`src/rtl/pt_walker_pkg.sv`:
```
package pt_walker_pkg;
  typedef enum logic [1:0] {
    ST_IDLE,
    ST_REQ,
    ST_WAIT,
    ST_DONE
  } walk_st_e;
endpackage

```
`src/rtl/pt_va_split.sv`:
```
module pt_va_split #(
  parameter int VA_W   = 46,
  parameter int OFF_W  = 13,
  parameter int IDX_W  = 11,
  parameter int LEVELS = 3
) (
  input  logic [VA_W-1:0]                va_i,
  output logic [LEVELS-1:0][IDX_W-1:0]   idx_o,
  output logic [OFF_W-1:0]               off_o
);
  assign off_o = va_i[OFF_W-1:0];

  // idx_o[0] is the top level, taken from the highest bits
  for (genvar g = 0; g < LEVELS; g++) begin : g_lvl
    assign idx_o[g] = va_i[OFF_W + IDX_W*(LEVELS-1-g) +: IDX_W];
  end
endmodule

```
`src/rtl/pt_entry_addr.sv`:
```
module pt_entry_addr #(
  parameter int PFN_W   = 19,
  parameter int IDX_W   = 11,
  parameter int ENTRY_B = 2,
  parameter int LEVELS  = 3,
  localparam int LVL_W  = (LEVELS > 1) ? $clog2(LEVELS) : 1,
  localparam int ADDR_W = PFN_W + IDX_W + ENTRY_B
) (
  input  logic [LEVELS-1:0][IDX_W-1:0] idx_i,
  input  logic [LVL_W-1:0]             lvl_i,
  input  logic [PFN_W-1:0]             table_pfn_i,
  output logic [ADDR_W-1:0]            addr_o
);
  logic [IDX_W-1:0] idx_sel;

  always_comb begin
    idx_sel = '0;
    for (int i = 0; i < LEVELS; i++) begin
      if (lvl_i == LVL_W'(i)) idx_sel = idx_i[i];
    end
  end

  assign addr_o = {table_pfn_i, idx_sel, {ENTRY_B{1'b0}}};
endmodule

```
`src/rtl/pt_walk_ctrl.sv`:
```
module pt_walk_ctrl
  import pt_walker_pkg::*;
#(
  parameter int PTE_W  = 32,
  parameter int OFF_W  = 13,
  parameter int LEVELS = 3,
  localparam int PFN_W = PTE_W - OFF_W,
  localparam int LVL_W = (LEVELS > 1) ? $clog2(LEVELS) : 1
) (
  input  logic             clk_i,
  input  logic             rst_ni,
  input  logic             req_valid_i,
  output logic             req_ready_o,
  output logic             accept_o,
  input  logic [PFN_W-1:0] root_pfn_i,
  output logic [LVL_W-1:0] lvl_o,
  output logic [PFN_W-1:0] table_pfn_o,
  output logic             mem_req_valid_o,
  input  logic             mem_req_ready_i,
  input  logic             mem_rsp_valid_i,
  input  logic [PTE_W-1:0] mem_rsp_data_i,
  output logic             resp_valid_o,
  output logic             resp_fault_o
);
  localparam logic [LVL_W-1:0] LAST_LVL = LVL_W'(LEVELS - 1);

  walk_st_e         st_q, st_d;
  logic [LVL_W-1:0] lvl_q, lvl_d;
  logic [PFN_W-1:0] pfn_q, pfn_d;
  logic             fault_q, fault_d;
  logic             entry_ok;

  assign entry_ok = mem_rsp_data_i[0];

  always_comb begin
    st_d    = st_q;
    lvl_d   = lvl_q;
    pfn_d   = pfn_q;
    fault_d = fault_q;
    unique case (st_q)
      ST_IDLE: if (req_valid_i) begin
        st_d    = ST_REQ;
        lvl_d   = '0;
        pfn_d   = root_pfn_i;
        fault_d = 1'b0;
      end
      ST_REQ: if (mem_req_ready_i) st_d = ST_WAIT;
      ST_WAIT: if (mem_rsp_valid_i) begin
        if (!entry_ok) begin
          fault_d = 1'b1;
          st_d    = ST_DONE;
        end else begin
          pfn_d = mem_rsp_data_i[PTE_W-1:OFF_W];
          if (lvl_q == LAST_LVL) begin
            st_d = ST_DONE;
          end else begin
            lvl_d = lvl_q + 1'b1;
            st_d  = ST_REQ;
          end
        end
      end
      ST_DONE: st_d = ST_IDLE;
      default: st_d = ST_IDLE;
    endcase
  end

  always_ff @(posedge clk_i or negedge rst_ni) begin
    if (!rst_ni) begin
      st_q    <= ST_IDLE;
      lvl_q   <= '0;
      pfn_q   <= '0;
      fault_q <= 1'b0;
    end else begin
      st_q    <= st_d;
      lvl_q   <= lvl_d;
      pfn_q   <= pfn_d;
      fault_q <= fault_d;
    end
  end

  assign req_ready_o     = (st_q == ST_IDLE);
  assign accept_o        = req_ready_o && req_valid_i;
  assign mem_req_valid_o = (st_q == ST_REQ);
  assign resp_valid_o    = (st_q == ST_DONE);
  assign resp_fault_o    = resp_valid_o && fault_q;
  assign lvl_o           = lvl_q;
  assign table_pfn_o     = pfn_q;

  a_r7_req_hold: assert property (@(posedge clk_i) disable iff (!rst_ni)
    mem_req_valid_o && !mem_req_ready_i |=>
      mem_req_valid_o && $stable(lvl_o) && $stable(table_pfn_o));

  a_r4_resp_pulse: assert property (@(posedge clk_i) disable iff (!rst_ni)
    resp_valid_o |=> !resp_valid_o && req_ready_o);

  a_r5_fault_cause: assert property (@(posedge clk_i) disable iff (!rst_ni)
    resp_fault_o |-> $past(mem_rsp_valid_i) && !$past(mem_rsp_data_i[0]));

  a_r3_level_bound: assert property (@(posedge clk_i) disable iff (!rst_ni)
    mem_req_valid_o |-> lvl_o <= LAST_LVL);
endmodule

```
`src/rtl/pt_walker.sv`:
```
module pt_walker #(
  parameter int VA_W    = 46,
  parameter int PA_W    = 32,
  parameter int OFF_W   = 13,
  parameter int LEVELS  = 3,
  parameter int ENTRY_B = 2,
  localparam int IDX_W  = OFF_W - ENTRY_B,
  localparam int PFN_W  = PA_W - OFF_W,
  localparam int LVL_W  = (LEVELS > 1) ? $clog2(LEVELS) : 1
) (
  input  logic              clk_i,
  input  logic              rst_ni,
  input  logic              req_valid_i,
  output logic              req_ready_o,
  input  logic [VA_W-1:0]   req_va_i,
  input  logic [PFN_W-1:0]  root_pfn_i,
  output logic              mem_req_valid_o,
  input  logic              mem_req_ready_i,
  output logic [PA_W-1:0]   mem_req_addr_o,
  input  logic              mem_rsp_valid_i,
  input  logic [PA_W-1:0]   mem_rsp_data_i,
  output logic              resp_valid_o,
  output logic              resp_fault_o,
  output logic [PA_W-1:0]   resp_pa_o
);
  logic                         accept;
  logic [VA_W-1:0]              va_q;
  logic [LEVELS-1:0][IDX_W-1:0] idx;
  logic [OFF_W-1:0]             off;
  logic [LVL_W-1:0]             lvl;
  logic [PFN_W-1:0]             table_pfn;

  always_ff @(posedge clk_i or negedge rst_ni) begin
    if (!rst_ni)     va_q <= '0;
    else if (accept) va_q <= req_va_i;
  end

  pt_va_split #(
    .VA_W(VA_W), .OFF_W(OFF_W), .IDX_W(IDX_W), .LEVELS(LEVELS)
  ) u_split (
    .va_i (va_q),
    .idx_o(idx),
    .off_o(off)
  );

  pt_entry_addr #(
    .PFN_W(PFN_W), .IDX_W(IDX_W), .ENTRY_B(ENTRY_B), .LEVELS(LEVELS)
  ) u_addr (
    .idx_i      (idx),
    .lvl_i      (lvl),
    .table_pfn_i(table_pfn),
    .addr_o     (mem_req_addr_o)
  );

  pt_walk_ctrl #(
    .PTE_W(PA_W), .OFF_W(OFF_W), .LEVELS(LEVELS)
  ) u_ctrl (
    .clk_i          (clk_i),
    .rst_ni         (rst_ni),
    .req_valid_i    (req_valid_i),
    .req_ready_o    (req_ready_o),
    .accept_o       (accept),
    .root_pfn_i     (root_pfn_i),
    .lvl_o          (lvl),
    .table_pfn_o    (table_pfn),
    .mem_req_valid_o(mem_req_valid_o),
    .mem_req_ready_i(mem_req_ready_i),
    .mem_rsp_valid_i(mem_rsp_valid_i),
    .mem_rsp_data_i (mem_rsp_data_i),
    .resp_valid_o   (resp_valid_o),
    .resp_fault_o   (resp_fault_o)
  );

  // table_pfn holds the last frame number once the walk is done
  assign resp_pa_o = (resp_valid_o && !resp_fault_o) ? {table_pfn, off} : '0;

  a_r6_va_frozen: assert property (@(posedge clk_i) disable iff (!rst_ni)
    !req_ready_o |=> $stable(va_q));

  a_r6_busy_during_read: assert property (@(posedge clk_i) disable iff (!rst_ni)
    (mem_req_valid_o || resp_valid_o) |-> !req_ready_o);

  a_r5_fault_zero_pa: assert property (@(posedge clk_i) disable iff (!rst_ni)
    resp_fault_o |-> resp_valid_o && resp_pa_o == '0);
endmodule

```
`config.mk`:
```
export PLATFORM = sky130hd
export DESIGN_NAME = pt_walker
export DESIGN_NICKNAME = d
export VERILOG_FILES = /design/src/rtl/pt_walker_pkg.sv /design/src/rtl/pt_va_split.sv /design/src/rtl/pt_entry_addr.sv /design/src/rtl/pt_walk_ctrl.sv /design/src/rtl/pt_walker.sv
export SDC_FILE = /design/constraint.sdc
export NUM_CORES = 1
export LEC_CHECK = 0
export BUFFER_PORTS_ARGS = -buffer_cell sky130_fd_sc_hd__buf_4
export CAP_MARGIN = 20
export CORE_MARGIN = 2
export CORE_UTILIZATION = 42
export CTS_CLUSTER_DIAMETER = 60
export DETAILED_ROUTE_END_ITERATION = 16
export PLACE_DENSITY = 0.78
export SLEW_MARGIN = 30
export SYNTH_ARGS = -nofsm -noshare
export SYNTH_HDL_FRONTEND = slang
export SYNTH_SLANG_ARGS = --single-unit
export TNS_END_PERCENT = 30
```
`constraint.sdc`:
```
create_clock -name clk_i -period 1.4 [get_ports clk_i]
set_input_delay 0.14 -clock clk_i [delete_from_list [all_inputs] [get_ports clk_i]]
set_output_delay 0.14 -clock clk_i [all_outputs]
set_load 0.02 [all_outputs]
```
==> impl_metrics.env, run 1 <==
export IMPL_status="finished, violations left"
export IMPL_failed_checks="setup timing"
export IMPL_cts_max_level=3
export IMPL_final_period_utilization_pct=132
export IMPL_count_of_distinct_cell_types_in_the_synthesized_netlist=32
export IMPL_portBuffers=155
export IMPL_finish_utilization_pct=70.5
export IMPL_synth_edf_count=0
export IMPL_nFillCells=554
export IMPL_design_die_area_sq_mm=0.00927
export IMPL_critical_path_max_fanout=5
export IMPL_syn_mean_instance_area_sq_um=13.1
export IMPL_min_path_type="in2reg"
export IMPL_area_growth_syn_to_layout_pct=62.0
export IMPL_cp_slowest_cell="dfrtp_1"
export IMPL_post_dp_hpwl_um=6540
export IMPL_yosysSeqAreaShare_pct=49.0
export IMPL_drv_slew=0
export IMPL_clk_pin_slew_ns=0.08
export IMPL_critical_path_cell_chain="inv_2 > ha_4 > buf_6 > nor2b_4 > a22oi_2 > o21ai_2 > buf_6"
export IMPL_cellInternalPower_w=0.00830
export IMPL_layout_nets=557
export IMPL_placeableCoreArea_sq_mm=0.00822
export IMPL_drt_pass1_iter_count=4
export IMPL_route_detailed_wl_per_inst_um=17.5
export IMPL_placement_cell_area_sq_mm=0.00505
export IMPL_worst_setup_start_kind="register"
export IMPL_max_clock_freq_mhz=541
export IMPL_synth_top_cell_area_share_pct=49.0
export IMPL_layout_drive_gt1_share_pct=78.3
export IMPL_post_synth_inst_count=272
export IMPL_ctsLongestPathBuffers=2
export IMPL_synthArstFlopShare_pct=100
export IMPL_swShare_pct=36.4
export IMPL_grt_start_max_net_pins=71
export IMPL_p_leak_nw=2.74
export IMPL_synth_flop_cell="dfrtp_1"
export IMPL_powerDensity_mw_per_mm2=2250
export IMPL_yosys_top_cells_area="dfrtp_1, mux2_2, mux2_4, and2_1, a22oi_1"
export IMPL_post_route_cell_area_sq_mm=0.00579
export IMPL_clk_latency_ns=0.34
export IMPL_cts_root_buffer="clkbuf_8"
export IMPL_required_ns=1.26
export IMPL_path_delay_family="flip-flops"
export IMPL_overflow=0
export IMPL_boundaryPins=170
export IMPL_numCtsBuffers=9
export IMPL_ant_nets=0
export IMPL_rsz_0062_raised_after_global_routing="yes"
export IMPL_worst_endpoint_arrival_ns=1.71
export IMPL_sink_count=70
export IMPL_start_util_pct=43.5
export IMPL_power_clock_fraction_pct=13.6
export IMPL_chipWidth_um=96.3
export IMPL_rows=33
export IMPL_worst_slack_ns=-0.447
export IMPL_initial_antenna_violation_count=0
export IMPL_total_standard_cell_area_after_synthesis_sq_mm=0.00357
export IMPL_worst_stage_delay_on_the_critical_path_ns=0.38
export IMPL_drc_errors=0
export IMPL_via_count_of_the_first_global_routing_pass=3012
export IMPL_combinationalPowerShare_pct=57.1
export IMPL_place_gp_congestion=0.778
export IMPL_max_cap_violations=0
export IMPL_cp_buf_inv_count=3
export IMPL_finalSetupViolations=113
export IMPL_p_switching_w=0.00476
export IMPL_floorplan_die_height_um=96.3
export IMPL_fin_worst_skew_ns=0.00912
export IMPL_synth_seq_cells=70
export IMPL_p_seq_share_pct=29.2
export IMPL_tritoncts="yes"
export IMPL_route_detailed_vias_per_inst=5.01
export IMPL_globalRouteTotalUtil_pct=21.6
export IMPL_via_count=2814
export IMPL_drtIter0Drc=60
export IMPL_yosys_warnings=0
export IMPL_cpMostUsedCell="buf_6"
export IMPL_power_ir_vdd_worst_v=0.00125
export IMPL_route_final_wire_length_um=9830
export IMPL_yosys_area_top_type="dfrtp_1"
export IMPL_antenna_cells_inserted=0
export IMPL_finalCriticalPeriod_ns=1.85
export IMPL_critPathCaptureType="output port"
export IMPL_timing_hold_violations_final=0
export IMPL_wire_length_of_the_first_global_routing_pass_um=15000
export IMPL_path_class="reg2out"
routing by layer:
metal / wire length, um / share of wire, % / global-route usage, %
met5: 0 / 0 / 0
met4: 200 / 2.0 / 8.57
met3: 374 / 3.8 / 4.23
met2: 5230 / 53 / 37.7
met1: 4020 / 41 / 26.3
sequential cells by signal, summed over array words and instances, names as in the netlist:
register,count
u_ctrl.st_q,2
va_q,46
u_ctrl.lvl_o,2
u_ctrl.table_pfn_o,19
u_ctrl.fault_q,1
path summary, 6_finish.rpt:
kind / start / to / slack, ns / cells past startpoint
max: u_ctrl.lvl_o[1] / mem_req_addr_o[8] / -0.45 / 7
min: req_va_i[40] / va_q[40] / 0.03 / 2
max reg2reg: u_ctrl.st_q[0] / u_ctrl.table_pfn_o[18] / -0.22 / 5
min reg2reg: va_q[9] / va_q[9] / 0.51 / 1
max in group asynchronous: rst_ni / u_ctrl.st_q[1] / 0.73 / 3
min in group asynchronous: rst_ni / u_ctrl.table_pfn_o[9] / 0.36 / 3
per-stage QoR:
step | cells | power [W] | hold slack [ns] | setup TNS (ns) | setup WS [ns]
3_5_place_dp | 532 | 0.0100 | 0.178 | -14.18 | -0.445
3_3_place_gp | 532 | 0.00980 | 0.173 | -12.09 | -0.334
6_report | 562 | 0.0131 | 0.0305 | -24.74 | -0.447
2_1_floorplan | 273 | 0.00772 | -0.156 | -3.36 | -0.0709
5_1_grt | 562 | 0.0138 | 0.0133 | -30.16 | -0.547
4_1_cts | 558 | 0.0126 | 0.0187 | -23.37 | -0.416
synthesized netlist by cell type (2+ instances only):
cell / count
dfrtp_1: 70
mux2_2: 56
and2_1: 33
mux2_4: 29
nand2_1: 12
o21ai_0: 12
a22oi_1: 10
clkbuf_1: 6
buf_4: 5
nor2_1: 5
a21oi_1: 4
buf_6: 4
ha_1: 3
buf_2: 2
inv_1: 2
nand2b_1: 2
nor2b_1: 2
final cells by class:
cell class                      instances  area, sq um  area share (%)
Multi-Input combinational cell        183         1970            34.1
Tap cell                              105          131            2.27
Timing Repair Buffer                  186         1710            29.5
Clock buffer                           10          128            2.20
Clock inverter                          6         86.3            1.49
Sequential cell                        70         1750            30.3
Inverter                                2         7.51           0.130
kinds of logic (layout without fill, tap and decap cells):
| kind of cell | count (synthesis) | count (layout) | synth area share (%) |
|---|---|---|---|
| flops | 70 | 70 | 49.0 |
| mux | 86 | 86 | 30.1 |
| buf+inv | 21 | 204 | 3.96 |
| fa+ha+maj | 3 | 3 | 1.05 |
| compound gates | 29 | 29 | 5.25 |
| simple gates | 62 | 63 | 10.5 |
| other cells | 1 | 2 | 0.105 |
cell usage in the layout, fill, tap and decap left out, types with 2 or more instances in the layout:
master,synthesis,routed
o21ai_2,0,11
buf_4,5,127
clkinv_2,0,2
dfrtp_1,70,68
nor2_1,5,4
buf_12,0,5
buf_6,4,49
nand2_1,12,12
inv_2,0,2
a21oi_1,4,3
mux2_2,56,48
bufinv_16,0,2
buf_16,0,2
clkbuf_8,0,9
nor2b_4,1,4
mux2_4,29,37
conb_1,1,2
ha_4,0,2
a22oi_2,0,9
and2_4,0,33
dfrtp_2,0,2
power by group through the flow:
stage	registers [W]	logic, W	clock network [W]
after floorplan	0.00388	0.00384	0
after global placement	0.00375	0.00605	0
after detailed placement	0.00379	0.00621	0
after CTS	0.00376	0.00705	0.00181
after global routing	0.00394	0.00790	0.00192
final	0.00382	0.00746	0.00178
repair_timing:
action,4_1_cts,5_1_grt
hold endpoints to repair,70,0
hold buffers,1,0
setup buffers,6,3
gates resized for setup,83,24
endpoints found under the setup margin,110,113
pin swaps,11,16
gates cloned,3,1
Note: power is estimated with default switching activity, not from simulation.
==> run 2: changes to the inputs <==
RECOVER_POWER = 50   (was unset)
==> run 2 against run 1 <==
Against the previous run: combinational power about the same; cell count stayed put; final area down 0.22%; sequential share of layout area rose by 0.066 points; critical endpoint unchanged; first-iteration DRC count unchanged; die area stayed put; worst setup slack unchanged; the flow still finishes with violations (setup timing); sequential power barely moved; largest power group unchanged.
==> impl_metrics.env, run 2 (same netlist as run 1, synthesis figures left out) <==
export IMPL_rsz_0062_raised_after_global_routing="yes"
export IMPL_transition_time_of_the_tightest_slew_check_pin_ns=0.873
export IMPL_cp_slowest_cell="dfrtp_1"
export IMPL_most_common_layout_cells="buf_4, dfrtp_1, buf_6"
export IMPL_clk_pin_slew_ns=0.08
export IMPL_setup_worst_path_start="u_ctrl.lvl_o[1]"
export IMPL_timing_reg2reg_setup_slack_ns=-0.22
export IMPL_start_util_pct=43.5
export IMPL_final_layout_setup_total_negative_slack_ns=-24.74
export IMPL_area_growth_syn_to_layout_pct=61.6
export IMPL_cp_num_cells=7
export IMPL_worst_stage_delay_on_the_critical_path_ns=0.38
export IMPL_finalCriticalPeriod_ns=1.85
export IMPL_portBuffers=155
export IMPL_powerDensity_mw_per_mm2=2260
export IMPL_mostFrequentLayoutCell="buf_4"
export IMPL_max_cap_violations=0
export IMPL_max_slew_margin_vs_limit_pct=41.8
export IMPL_layout_drive_gt1_share_pct=78.3
export IMPL_via_count_of_the_first_global_routing_pass=3012
export IMPL_route_detailed_vias_per_inst=5.01
export IMPL_worst_endpoint_arrival_ns=1.71
export IMPL_placeableCoreArea_sq_mm=0.00822
export IMPL_critical_path_max_fanout=5
export IMPL_fin_worst_skew_ns=0.00912
export IMPL_cts_root_buffer="clkbuf_8"
export IMPL_overflow=0
export IMPL_ctsLongestPathBuffers=2
export IMPL_antenna_cells_inserted=0
export IMPL_p_leak_nw=2.74
export IMPL_drtIter0Drc=60
export IMPL_grt_start_max_net_pins=71
export IMPL_min_path_type="in2reg"
export IMPL_numCtsBuffers=9
export IMPL_place_gp_congestion=0.778
export IMPL_worstSetupEndpoint="mem_req_addr_o[8]"
export IMPL_initial_antenna_violation_count=0
export IMPL_cts_max_level=3
export IMPL_status="finished, violations left"
export IMPL_final_period_utilization_pct=132
export IMPL_worst_slack_ns=-0.447
export IMPL_post_dp_hpwl_um=6540
export IMPL_route_final_wire_length_um=9820
export IMPL_finalSetupViolations=113
export IMPL_r2r_start="u_ctrl.st_q[0]"
export IMPL_largest_register="va_q"
export IMPL_drt_pass1_iter_count=4
export IMPL_timing_hold_violations_final=0
export IMPL_failed_checks="setup timing"
export IMPL_ant_nets=0
export IMPL_layoutNonFillerInstCount=562
export IMPL_critPathCaptureType="output port"
export IMPL_drc_errors=0
export IMPL_wire_length_of_the_first_global_routing_pass_um=15000
export IMPL_critical_path_cell_chain="inv_2 > ha_4 > buf_6 > nor2b_4 > a22oi_2 > o21ai_2 > buf_6"
export IMPL_sink_count=70
export IMPL_globalRouteTotalUtil_pct=21.6
export IMPL_chipWidth_um=96.3
export IMPL_cpMostUsedCell="buf_6"
export IMPL_via_count=2814
export IMPL_worst_setup_start_kind="register"
export IMPL_cp_buf_inv_count=3
export IMPL_rows=33
export IMPL_timing_rr_end="u_ctrl.table_pfn_o[18]"
export IMPL_required_ns=1.26
export IMPL_largest_register_ffs=46
export IMPL_route_detailed_wl_per_inst_um=17.5
export IMPL_boundaryPins=170
export IMPL_max_clock_freq_mhz=541
export IMPL_timing_reg2reg_worst_path_depth=5
export IMPL_dp_cell_count=532
export IMPL_layout_nets=557
export IMPL_design_die_area_sq_mm=0.00927
export IMPL_clk_latency_ns=0.34
export IMPL_power_ir_vdd_worst_v=0.00125
export IMPL_tritoncts="yes"
export IMPL_path_delay_family="flip-flops"
export IMPL_path_class="reg2out"
export IMPL_floorplan_die_height_um=96.3
export IMPL_drv_slew=0
==> run 2: where the power goes <==
part | switching, W | total (W) | internal (W)
clock | 0.000775 | 0.00178 | 0.00100
sequential | 0.000761 | 0.00382 | 0.00305
combinational | 0.00322 | 0.00745 | 0.00423
total | 0.00475 | 0.0130 | 0.00829
==> run 2: worst min path at each step <==
stage | start | endpoint | cells after the start | slack, ns
4_1_cts | req_va_i[26] | va_q[26] | 2 | 0.02
6_report | req_va_i[40] | va_q[40] | 2 | 0.03
3_3_place_gp | rst_ni | u_ctrl.table_pfn_o[9] | 2 | 0.17
3_5_place_dp | rst_ni | u_ctrl.table_pfn_o[9] | 2 | 0.18
2_1_floorplan | rst_ni | u_ctrl.fault_q | 0 | -0.16
5_1_grt | req_va_i[14] | va_q[14] | 2 | 0.01
==> run 2: metrics by stage <==
step / instance area (sq um) / setup WS (ns) / utilization [%] / power [W] / hold WS (ns)
finish: 5780 / -0.447 / 70.3 / 0.0130 / 0.0305
global route: 5780 / -0.547 / 70.3 / 0.0137 / 0.0133
CTS: 5640 / -0.416 / 68.6 / 0.0126 / 0.0187
detailed placement: 5050 / -0.445 / 61.4 / 0.0100 / 0.178
global placement: 5050 / -0.334 / 61.4 / 0.00980 / 0.173
floorplan: 3690 / -0.0709 / - / 0.00772 / -0.156
==> run 2: area by class of cell <==
cell class	count	area, sq um
Clock buffer	10	128
Clock inverter	6	86.3
Fill cell	555	2440
Inverter	2	7.51
Multi-Input combinational cell	183	1970
Sequential cell	70	1750
Tap cell	105	131
Timing Repair Buffer	186	1700
==> run 2: worst register-to-register path, cell delays in order (launching register included) <==
cell	delay, ns
dfrtp_2	0.43
buf_6	0.14
nor2b_4	0.14
buf_12	0.19
mux2_4	0.33
mux2_4	0.27
==> run 2: what timing repair did <==
| action | in CTS | in global routing |
|---|---|---|
| hold buffers | 1 | 0 |
| hold endpoints to repair | 70 | 0 |
| setup endpoints to repair | 110 | 113 |
| resized for setup | 83 | 24 |
| gates cloned | 3 | 1 |
| pin swaps | 11 | 16 |
| buffers inserted | 6 | 3 |
==> run 2: layer usage <==
layer  vias up  wire length (um)  global-route usage (%)
li1       1309                 -                       -
met1      1422              4020                    26.3
met2        67              5230                    37.7
met3        16               374                    4.23
met4         0               200                    8.57
met5         -                 0                       0
==> run 3: changes to the inputs <==
GPL_ROUTABILITY_DRIVEN = 0   (was unset)
SETUP_SLACK_MARGIN = 0.4   (was unset)
==> run 3 against run 2 <==
Against the previous run: the flow still finishes with violations (setup timing); routed wire length decreased by 0.18%; register-to-register slack about the same; clock power about the same; worst setup slack lost 0.00050 ns; clock skew shrank 0.0020 ns; critical path depth did not move; flip-flop and latch count stayed put; non-clock buffer count is 5 higher; critical path type unchanged.
==> impl_metrics.env, run 3 (same netlist as run 1, synthesis figures left out) <==
export IMPL_overflow=0
export IMPL_grt_start_max_net_pins=48
export IMPL_path_class="reg2out"
export IMPL_design_die_area_sq_mm=0.00927
export IMPL_swShare_pct=35.3
export IMPL_ant_nets=0
export IMPL_ctsLongestPathBuffers=2
export IMPL_placeableCoreArea_sq_mm=0.00822
export IMPL_p_switching_w=0.00468
export IMPL_finalCriticalPeriod_ns=1.85
export IMPL_numCtsBuffers=9
export IMPL_power_ir_vdd_worst_v=0.00115
export IMPL_layout_drive_gt1_share_pct=77.0
export IMPL_drv_slew=0
export IMPL_route_detailed_vias_per_inst=5.02
export IMPL_drtIter0Drc=42
export IMPL_via_count=2842
export IMPL_critPathCaptureType="output port"
export IMPL_min_path_type="in2reg"
export IMPL_power_clock_fraction_pct=13.5
export IMPL_drc_errors=0
export IMPL_chipWidth_um=96.3
export IMPL_area_growth_syn_to_layout_pct=66.0
export IMPL_timing_hold_violations_final=0
export IMPL_finish_utilization_pct=72.2
export IMPL_fin_worst_skew_ns=0.00709
export IMPL_wire_length_of_the_first_global_routing_pass_um=14600
export IMPL_combinationalPowerShare_pct=58.0
export IMPL_most_common_layout_cells="buf_4, buf_6, dfrtp_1"
export IMPL_floorplan_die_height_um=96.3
export IMPL_clk_pin_slew_ns=0.08
export IMPL_worst_slack_ns=-0.448
export IMPL_required_ns=1.26
export IMPL_sink_count=70
export IMPL_nFillCells=555
export IMPL_max_cap_violations=0
export IMPL_cts_max_level=3
export IMPL_transition_time_of_the_tightest_slew_check_pin_ns=0.749
export IMPL_antenna_cells_inserted=0
export IMPL_via_count_of_the_first_global_routing_pass=3003
export IMPL_worst_endpoint_arrival_ns=1.71
export IMPL_route_detailed_wl_per_inst_um=17.3
export IMPL_largest_register="va_q"
export IMPL_powerDensity_mw_per_mm2=2240
export IMPL_p_seq_share_pct=28.5
export IMPL_layout_area_seq_sq_mm=0.00175
export IMPL_multi_input_area_sq_mm=0.00195
export IMPL_critical_path_max_fanout=5
export IMPL_globalRouteTotalUtil_pct=21.3
export IMPL_final_layout_setup_total_negative_slack_ns=-26.21
export IMPL_boundaryPins=170
export IMPL_tritoncts="yes"
export IMPL_placement_cell_area_sq_mm=0.00510
export IMPL_max_clock_freq_mhz=541
export IMPL_rsz_0062_raised_after_global_routing="yes"
export IMPL_largest_register_ffs=46
export IMPL_layout_nets=561
export IMPL_initial_antenna_violation_count=0
export IMPL_drt_pass1_iter_count=4
export IMPL_route_final_wire_length_um=9810
export IMPL_p_leak_nw=2.80
export IMPL_status="finished, violations left"
export IMPL_max_slew_margin_vs_limit_pct=50.1
export IMPL_cellInternalPower_w=0.00860
export IMPL_start_util_pct=43.5
export IMPL_post_dp_hpwl_um=6520
export IMPL_post_route_cell_area_sq_mm=0.00593
export IMPL_clk_latency_ns=0.34
export IMPL_worst_setup_start_kind="register"
export IMPL_final_period_utilization_pct=132
export IMPL_mostFrequentLayoutCell="buf_4"
export IMPL_cts_root_buffer="clkbuf_8"
export IMPL_rows=33
export IMPL_failed_checks="setup timing"
export IMPL_finalSetupViolations=113
export IMPL_portBuffers=155
==> run 3: cell count changes in the layout (fill, tap and decap cells not counted), sizes merged <==
cell	previous run	this run
clkbuf	12	16
buf	183	185
clkinv	3	2
clkinvlp	1	0
dlygate4sd3	1	2
nor2b	4	3
==> run 3: cell type report <==
cell class	count	share of cell area (%)
clock buffer	12	2.45
multi-input combinational	182	32.8
timing repair buffer	191	31.7
inverter	2	0.127
clock inverter	4	1.18
tap	105	2.21
sequential	70	29.6
==> run 3: routing by layer <==
metal	vias to the layer above	GRT usage, %	share of wire [%]
li1	1321	-	-
met1	1376	25.7	40
met2	129	34.4	49
met3	16	8.46	8.4
met4	0	7.62	2.3
met5	-	0	0
==> run 3: final timing paths <==
check | cells after the start | start | to | slack, ns
worst max register to register | 5 | u_ctrl.lvl_o[0] | u_ctrl.lvl_o[1] | -0.22
worst max-delay path | 7 | u_ctrl.lvl_o[0] | mem_req_addr_o[12] | -0.45
worst min-delay path | 2 | req_va_i[0] | va_q[0] | 0.02
min in group asynchronous | 2 | rst_ni | va_q[3] | 0.39
worst min register to register | 1 | va_q[44] | va_q[44] | 0.51
max in group asynchronous | 3 | rst_ni | u_ctrl.st_q[0] | 0.23
==> run 3: metrics by stage <==
| stage | setup slack, ns | total power (W) | hold WS, ns | std cells |
|---|---|---|---|---|
| 2_1_floorplan | -0.0549 | 0.00790 | -0.156 | 273 |
| 3_3_place_gp | -0.131 | 0.00994 | 0.100 | 535 |
| 3_5_place_dp | -0.171 | 0.0101 | 0.0991 | 535 |
| 4_1_cts | -0.436 | 0.0129 | 0.0123 | 559 |
| 5_1_grt | -0.539 | 0.0140 | 0.00229 | 566 |
| 6_report | -0.448 | 0.0133 | 0.0242 | 566 |
==> run 3: critical path: stages (launching register included) <==
cell and delay, ns:
dfrtp_1 0.43, inv_2 0.10, ha_4 0.14, nor2b_4 0.17, buf_6 0.15, a22oi_2 0.05
o21ai_2 0.17, buf_6 0.14
==> run 3: power by group through the flow <==
stage | Combinational, W | Clock (W) | Sequential, W
floorplan | 0.00400 | 0 | 0.00390
global placement | 0.00623 | 0 | 0.00370
detailed placement | 0.00639 | 0 | 0.00374
CTS | 0.00733 | 0.00182 | 0.00376
global route | 0.00817 | 0.00193 | 0.00392
finish | 0.00771 | 0.00179 | 0.00379
==> run 3: repair_timing <==
| action | CTS | global route |
|---|---|---|
| hold endpoints to repair | 28 | 1 |
| resized for setup | 95 | 19 |
| hold buffers | 1 | 1 |
| pin swaps | 6 | 12 |
| buffers inserted | 4 | 3 |
| cloned | 3 | 3 |
| setup endpoints to repair | 136 | 136 |
